==> src/rtl/aso_pkg.sv <==
package aso_pkg;
  localparam int SAMPLE_W  = 16;
  localparam int MAX_FRAME = 64;
  localparam int SLOT_W    = $clog2(MAX_FRAME) + 1;
  localparam int IDX_W     = $clog2(SAMPLE_W);

  typedef enum logic {FMT_I2S = 1'b0, FMT_RJ = 1'b1} fmt_e;

  typedef struct packed {
    fmt_e              fmt;
    logic [SLOT_W-1:0] len;
  } cfg_t;

  // bit clocks per frame; I2S has no 32-clock frame and runs at 64 instead
  function automatic logic [SLOT_W-1:0] frame_len(fmt_e fmt, logic [1:0] ratio);
    case (ratio)
      2'b00:   return (fmt == FMT_RJ) ? SLOT_W'(32) : SLOT_W'(64);
      2'b01:   return SLOT_W'(48);
      default: return SLOT_W'(64);
    endcase
  endfunction

  // word bit carried by a slot, or -1 for a padding slot
  function automatic int word_index(fmt_e fmt, int half, int pos);
    if (fmt == FMT_RJ) begin
      if (pos + SAMPLE_W >= half) return half - 1 - pos;
      return -1;
    end
    if (pos >= 1 && pos <= SAMPLE_W) return SAMPLE_W - pos;
    return -1;
  endfunction
endpackage

==> src/rtl/aso_bclk_gen.sv <==
module aso_bclk_gen (
  input  logic clk,
  input  logic rst_n,
  input  logic tick_en,
  output logic bclk,
  output logic fall
);
  logic bclk_q;

  always_ff @(posedge clk or negedge rst_n) begin
    if (!rst_n)       bclk_q <= 1'b0;
    else if (tick_en) bclk_q <= ~bclk_q;
  end

  assign bclk = bclk_q;
  assign fall = tick_en & bclk_q;

  p_bclk_hold_r1: assert property (@(posedge clk) disable iff (!rst_n)
    !tick_en |=> $stable(bclk_q));
endmodule

==> src/rtl/aso_slot_ctr.sv <==
module aso_slot_ctr
  import aso_pkg::*;
(
  input  logic              clk,
  input  logic              rst_n,
  input  logic              fall,
  input  logic              fmt_in,
  input  logic [1:0]        ratio_in,
  output logic              frame_start,
  output logic [SLOT_W-1:0] nxt_slot,
  output cfg_t              nxt_cfg
);
  logic [SLOT_W-1:0] slot_q;
  cfg_t              cfg_q;
  logic              fresh_q;
  logic              at_last;

  assign at_last     = (slot_q == cfg_q.len - SLOT_W'(1));
  assign frame_start = fall & (fresh_q | at_last);

  always_comb begin
    nxt_cfg  = cfg_q;
    nxt_slot = slot_q;
    if (frame_start) begin
      nxt_cfg.fmt = fmt_e'(fmt_in);
      nxt_cfg.len = frame_len(fmt_e'(fmt_in), ratio_in);
      nxt_slot    = '0;
    end else if (fall) begin
      nxt_slot = slot_q + SLOT_W'(1);
    end
  end

  always_ff @(posedge clk or negedge rst_n) begin
    if (!rst_n) begin
      slot_q  <= '0;
      cfg_q   <= '{fmt: FMT_I2S, len: SLOT_W'(MAX_FRAME)};
      fresh_q <= 1'b1;
    end else begin
      slot_q <= nxt_slot;
      cfg_q  <= nxt_cfg;
      if (fall) fresh_q <= 1'b0;
    end
  end

  p_slot_range_r4: assert property (@(posedge clk) disable iff (!rst_n)
    slot_q < cfg_q.len);
  p_cfg_frozen_r9: assert property (@(posedge clk) disable iff (!rst_n)
    !frame_start |=> $stable(cfg_q));
endmodule

==> src/rtl/aso_slot_map.sv <==
module aso_slot_map
  import aso_pkg::*;
(
  input  cfg_t                cfg,
  input  logic [SLOT_W-1:0]   slot,
  input  logic [SAMPLE_W-1:0] left,
  input  logic [SAMPLE_W-1:0] right,
  output logic                wclk_lvl,
  output logic                data_bit,
  output logic                pad_slot
);
  int                  half;
  int                  pos;
  int                  idx;
  logic                is_right;
  logic [SAMPLE_W-1:0] word;
  logic [IDX_W-1:0]    sel;

  always_comb begin
    half     = int'(cfg.len) / 2;
    is_right = int'(slot) >= half;
    pos      = is_right ? int'(slot) - half : int'(slot);
    word     = is_right ? right : left;
    idx      = word_index(cfg.fmt, half, pos);
    pad_slot = (idx < 0);
    sel      = pad_slot ? '0 : IDX_W'(idx);
    data_bit = pad_slot ? 1'b0 : word[sel];
    wclk_lvl = (cfg.fmt == FMT_RJ) ? ~is_right : is_right;
  end
endmodule

==> src/rtl/audio_serial_tx.sv <==
module audio_serial_tx
  import aso_pkg::*;
(
  input  logic                clk,
  input  logic                rst_n,
  input  logic                mclk_en,
  input  logic                fmt_sel,
  input  logic [1:0]          ratio_sel,
  input  logic [SAMPLE_W-1:0] in_left,
  input  logic [SAMPLE_W-1:0] in_right,
  output logic                bclk,
  output logic                wclk,
  output logic                sdata,
  output logic                sample_req
);
  logic                fall;
  logic                frame_start;
  logic [SLOT_W-1:0]   nxt_slot;
  cfg_t                nxt_cfg;
  logic [SAMPLE_W-1:0] hold_l, hold_r;
  logic [SAMPLE_W-1:0] use_l, use_r;
  logic                wclk_lvl, data_bit, pad_slot;
  logic                wclk_q, sdata_q, req_q;
  fmt_e                fmt_q;

  aso_bclk_gen u_bclk (
    .clk(clk), .rst_n(rst_n), .tick_en(mclk_en), .bclk(bclk), .fall(fall)
  );

  aso_slot_ctr u_slot (
    .clk(clk), .rst_n(rst_n), .fall(fall), .fmt_in(fmt_sel),
    .ratio_in(ratio_sel), .frame_start(frame_start),
    .nxt_slot(nxt_slot), .nxt_cfg(nxt_cfg)
  );

  // the first slot of a frame is built from the pair being latched now
  assign use_l = frame_start ? in_left  : hold_l;
  assign use_r = frame_start ? in_right : hold_r;

  aso_slot_map u_map (
    .cfg(nxt_cfg), .slot(nxt_slot), .left(use_l), .right(use_r),
    .wclk_lvl(wclk_lvl), .data_bit(data_bit), .pad_slot(pad_slot)
  );

  always_ff @(posedge clk or negedge rst_n) begin
    if (!rst_n) begin
      hold_l  <= '0;
      hold_r  <= '0;
      wclk_q  <= 1'b0;
      sdata_q <= 1'b0;
      req_q   <= 1'b0;
      fmt_q   <= FMT_I2S;
    end else begin
      req_q <= frame_start;
      if (frame_start) begin
        hold_l <= in_left;
        hold_r <= in_right;
        fmt_q  <= nxt_cfg.fmt;
      end
      if (fall) begin
        wclk_q  <= wclk_lvl;
        sdata_q <= data_bit;
      end
    end
  end

  assign wclk       = wclk_q;
  assign sdata      = sdata_q;
  assign sample_req = req_q;

  p_quiet_r2: assert property (@(posedge clk) disable iff (!rst_n)
    !$fell(bclk) |-> ($stable(wclk) && $stable(sdata)));
  p_req_single_r3: assert property (@(posedge clk) disable iff (!rst_n)
    sample_req |=> !sample_req);
  p_req_on_fall_r3: assert property (@(posedge clk) disable iff (!rst_n)
    sample_req |-> $fell(bclk));
  p_start_wclk_r7: assert property (@(posedge clk) disable iff (!rst_n)
    sample_req |-> (wclk == (fmt_q == FMT_RJ)));
  p_pad_low_r8: assert property (@(posedge clk) disable iff (!rst_n)
    (fall && pad_slot) |=> !sdata);
endmodule

==> config.mk <==
export PLATFORM = sky130hd
export DESIGN_NAME = audio_serial_tx
export DESIGN_NICKNAME = d
export VERILOG_FILES = /design/src/rtl/aso_pkg.sv /design/src/rtl/aso_bclk_gen.sv /design/src/rtl/aso_slot_ctr.sv /design/src/rtl/aso_slot_map.sv /design/src/rtl/audio_serial_tx.sv
export SDC_FILE = /design/constraint.sdc
export NUM_CORES = 1
export LEC_CHECK = 0
export BUFFER_PORTS_ARGS = -buffer_cell sky130_fd_sc_hd__buf_2
export CAP_MARGIN = 25
export CORE_MARGIN = 4
export CORE_UTILIZATION = 35
export CTS_CLUSTER_DIAMETER = 150
export DETAILED_ROUTE_END_ITERATION = 7
export SYNTH_ARGS = -nofsm -noshare
export SYNTH_HDL_FRONTEND = slang
export SYNTH_SLANG_ARGS = --single-unit
==> constraint.sdc <==
create_clock -name clk -period 10.4 [get_ports clk]
set_input_delay 1.56 -clock clk [delete_from_list [all_inputs] [get_ports clk]]
set_output_delay 1.56 -clock clk [all_outputs]
set_load 0.02 [all_outputs]
==> results.py <==
metrics = {
    "status": {
        "status": "completed",
    },
    "timing": {
        "layout_setup_ws_ns": 1.71,
        "slew_violations": 0,
        "slew-limit-headroom_pct": 34.6,
        "finalCritPeriodShare_pct": 83.6,
        "hold_viol_final": 0,
        "finClkSkew_ns": 0.00970,
        "max_freq_mhz": 115,
        "setup_viol": 0,
        "tightest_slew_ns": 0.981,
        "fin_crit_ns": 8.69,
        "tns_ns": 0,
        "rsz0062_at_grt": "no",
    },
    "global_route": {
        "grt_pass1_vias": 3446,
        "antenna_found_initial": 0,
        "grt_max_degree": 52,
        "grt_remaining_overflow": 0,
        "grt_usage_pct": 16.0,
        "grt_pass1_wl_um": 17000,
    },
    "setup_path": {
        "cp.required_ns": 10.58,
        "cp-start-kind": "primary input",
        "cp_max_fo": 42,
        "endpoint_kind": "flip-flop",
        "critPathArrivalTime_ns": 8.87,
        "reg2reg_slack_ns": 1.84,
        "critical_path_class": "in2reg",
    },
    "routing": {
        "drt_wl_total_um": 10300,
        "routed_via_density": 5.24,
        "first_pass_iters": 5,
        "drt_iter0_markers": 218,
        "drc": 0,
        "vias": 3408,
        "antenna_left": 0,
        "routedWlPerCell_um": 15.7,
    },
    "yosys": {
        "syn_nets": 544,
        "synthArstFlopShare_pct": 100,
        "synthCells": 474,
        "synth-simple-area-share_pct": 27.2,
        "synth_area_leaders": "dfrtp_1 (30%), nand2_1 (11%), ha_1 (9.2%)",
        "synthXorXnorAreaFrac_pct": 6.54,
        "postSynthAreaPerCell_um2": 8.56,
        "synth_cell_types": 70,
        "yosys.cell_count.top_type": "nand2_1",
        "ys_seq_elements": 51,
        "seq_area_frac_synth_pct": 31.5,
        "synth.top_cell.area_share_pct": 30.2,
        "synth_compound_area_share_pct": 13.8,
        "synth_flop_cell": "dfrtp_1",
        "yosysWarnings": 0,
        "syn-cell-area_um2": 4060,
        "synth-edff-count": 0,
        "synthMuxAreaShare_pct": 6.20,
        "synth_top_family_by_area": "simple AND/OR/NAND/NOR gates",
        "synth_common_cells": "nand2_1 (124), dfrtp_1 (49), ha_1 (30)",
        "synthAdderAreaFrac_pct": 10.5,
        "synth_top_area_cell": "dfrtp_1",
    },
    "layout": {
        "drive_above_1_share_pct": 14.6,
        "nNetsFinal": 577,
        "n_fill_cell": 1175,
        "syn_to_final_growth_pct": 11.5,
        "fin_area_um2": 4530,
        "diodes": 0,
        "utilization_pct": 39.8,
    },
    "place": {
        "place_area_um2": 4380,
        "dp_hpwl_um": 7820,
        "gp_congestion": 0.943,
        "dp_slack_ns": 1.41,
        "portBuffers": 41,
    },
    "power_and_ir_drop": {
        "ir_drop_mv": 0.176,
        "power.total_uw": 1550,
        "p_per_area_nw_per_um2": 342,
        "p_leak_uw": 0.00224,
    },
    "die": {
        "start_util_pct": 35.7,
        "fp.coreArea_um2": 11400,
        "die_height_um": 116,
        "die_area_um2": 13400,
        "row_count": 39,
        "die_x_um": 116,
        "num_io_pins": 42,
    },
    "clocking": {
        "numClockSinks": 51,
        "h-tree-depth": 2,
        "postCtsSetupBuffers": 0,
        "cts_resized": 0,
        "cts_buffers": 5,
        "clk_latency_ns": 0.30,
        "clock_path_buffers": 2,
        "clk_pin_slew_ns": 0.07,
        "holdBufCountCts": 0,
        "cts_tree": "yes",
        "root_buffer": "clkbuf_16",
    },
    "flow_run": {
        "drv_cap": 0,
    },
    "min_path": {
        "worstHoldPathType": "reg2reg",
    },
}
==> final timing paths <==
path                            depth (start not counted)             from          endpoint
min in group asynchronous                               2            rst_n  u_slot.slot_q[4]
max in group asynchronous                               2            rst_n        hold_l[12]
worst max-delay path                                   28          mclk_en             sdata
worst min register to register                          2        hold_l[9]         hold_l[9]
worst max register to register                         29  u_slot.cfg_q[3]             sdata
worst min-delay path                                    2        hold_l[9]         hold_l[9]
==> state kept, by name, summed over array words and instances, names as in the netlist <==
name	flops
sdata	1
u_bclk.bclk	1
u_slot.slot_q	7
u_slot.fresh_q	1
hold_r	16
sample_req	1
hold_l	16
wclk	1
u_slot.cfg_q	7
==> metrics by stage <==
stage	std cells	hold WS (ns)
floorplan	474	0.435
global placement	642	0.454
detailed placement	642	0.462
CTS	650	0.480
global route	651	0.505
finish	651	0.473
==> routing by layer <==
metal | wire length (um) | up-vias | part of all wire (%) | GRT usage (%)
met5 | 0 | - | 0 | 0
met4 | 138 | 0 | 1.3 | 4.18
met3 | 658 | 14 | 6.4 | 3.55
met2 | 4740 | 101 | 46 | 26.2
met1 | 4720 | 1588 | 46 | 21.5
li1 | - | 1705 | - | -
==> area by class of cell <==
type	instances	area, um2	area share (%)
Multi-Input combinational cell	381	2610	57.6
Clock inverter	2	16.3	0.359
Clock buffer	6	129	2.85
Tap cell	143	179	3.95
Sequential cell	51	1280	28.3
Timing Repair Buffer	44	225	4.98
Inverter	24	92.6	2.05
==> cell usage in the layout (no fill, tap or decap), types with 3 or more instances in the layout <==
cell       instances
o21ai_0            8
and2_1             6
buf_2             42
or2_2              3
xnor2_1           13
or3_1              4
dfrtp_1           49
a21oi_1           14
nor4_1             5
and3_1             4
xor2_1            12
nor3_1            13
o22ai_1            3
and4_1             3
inv_1             23
a2bb2oi_1          4
nand2_1          124
nand3_1           13
a21o_1            10
mux2i_1           24
nor2_1            25
nand3b_1           3
ha_1              30
clkbuf_16          5
nand4_1            5
nor2b_1            7
==> critical path, stage by stage <==
cell	delay (ns)
buf_2	0.12
and2_1	0.28
o2111a_4	0.22
nor2_4	0.55
inv_4	0.36
nor2_1	0.21
or2_2	0.16
ha_1	0.33
and3_4	0.23
a221oi_2	0.35
and2_1	0.30
nand2_1	0.16
or4_1	0.53
o22ai_2	0.35
nand3_1	0.16
ha_1	0.29
nand4b_1	0.08
nor4_1	0.49
nand3_1	0.19
nor3_1	0.18
mux2i_1	0.12
a32oi_1	0.31
o31ai_4	0.30
or3_1	0.37
and4_1	0.19
a211oi_1	0.22
a211o_1	0.14
o211ai_2	0.08
==> cell families (layout without fill, tap and decap cells) <==
kind of cell    count (synthesis)  after routing
mux                            25             25
compound gates                 64             64
flops                          51             51
fa+ha+maj                      33             33
simple gates                  232            232
buf+inv                        42             76
xor+xnor                       27             27
==> report_power, final <==
part	switching, uW	internal [uW]	leakage [uW]	total [uW]
sequential	21.6	213	0.000694	235
clock	77.5	90.4	0.0000675	168
combinational	664	479	0.00148	1140
total	763	783	0.00224	1550
Note: power is estimated with default switching activity, not from simulation.
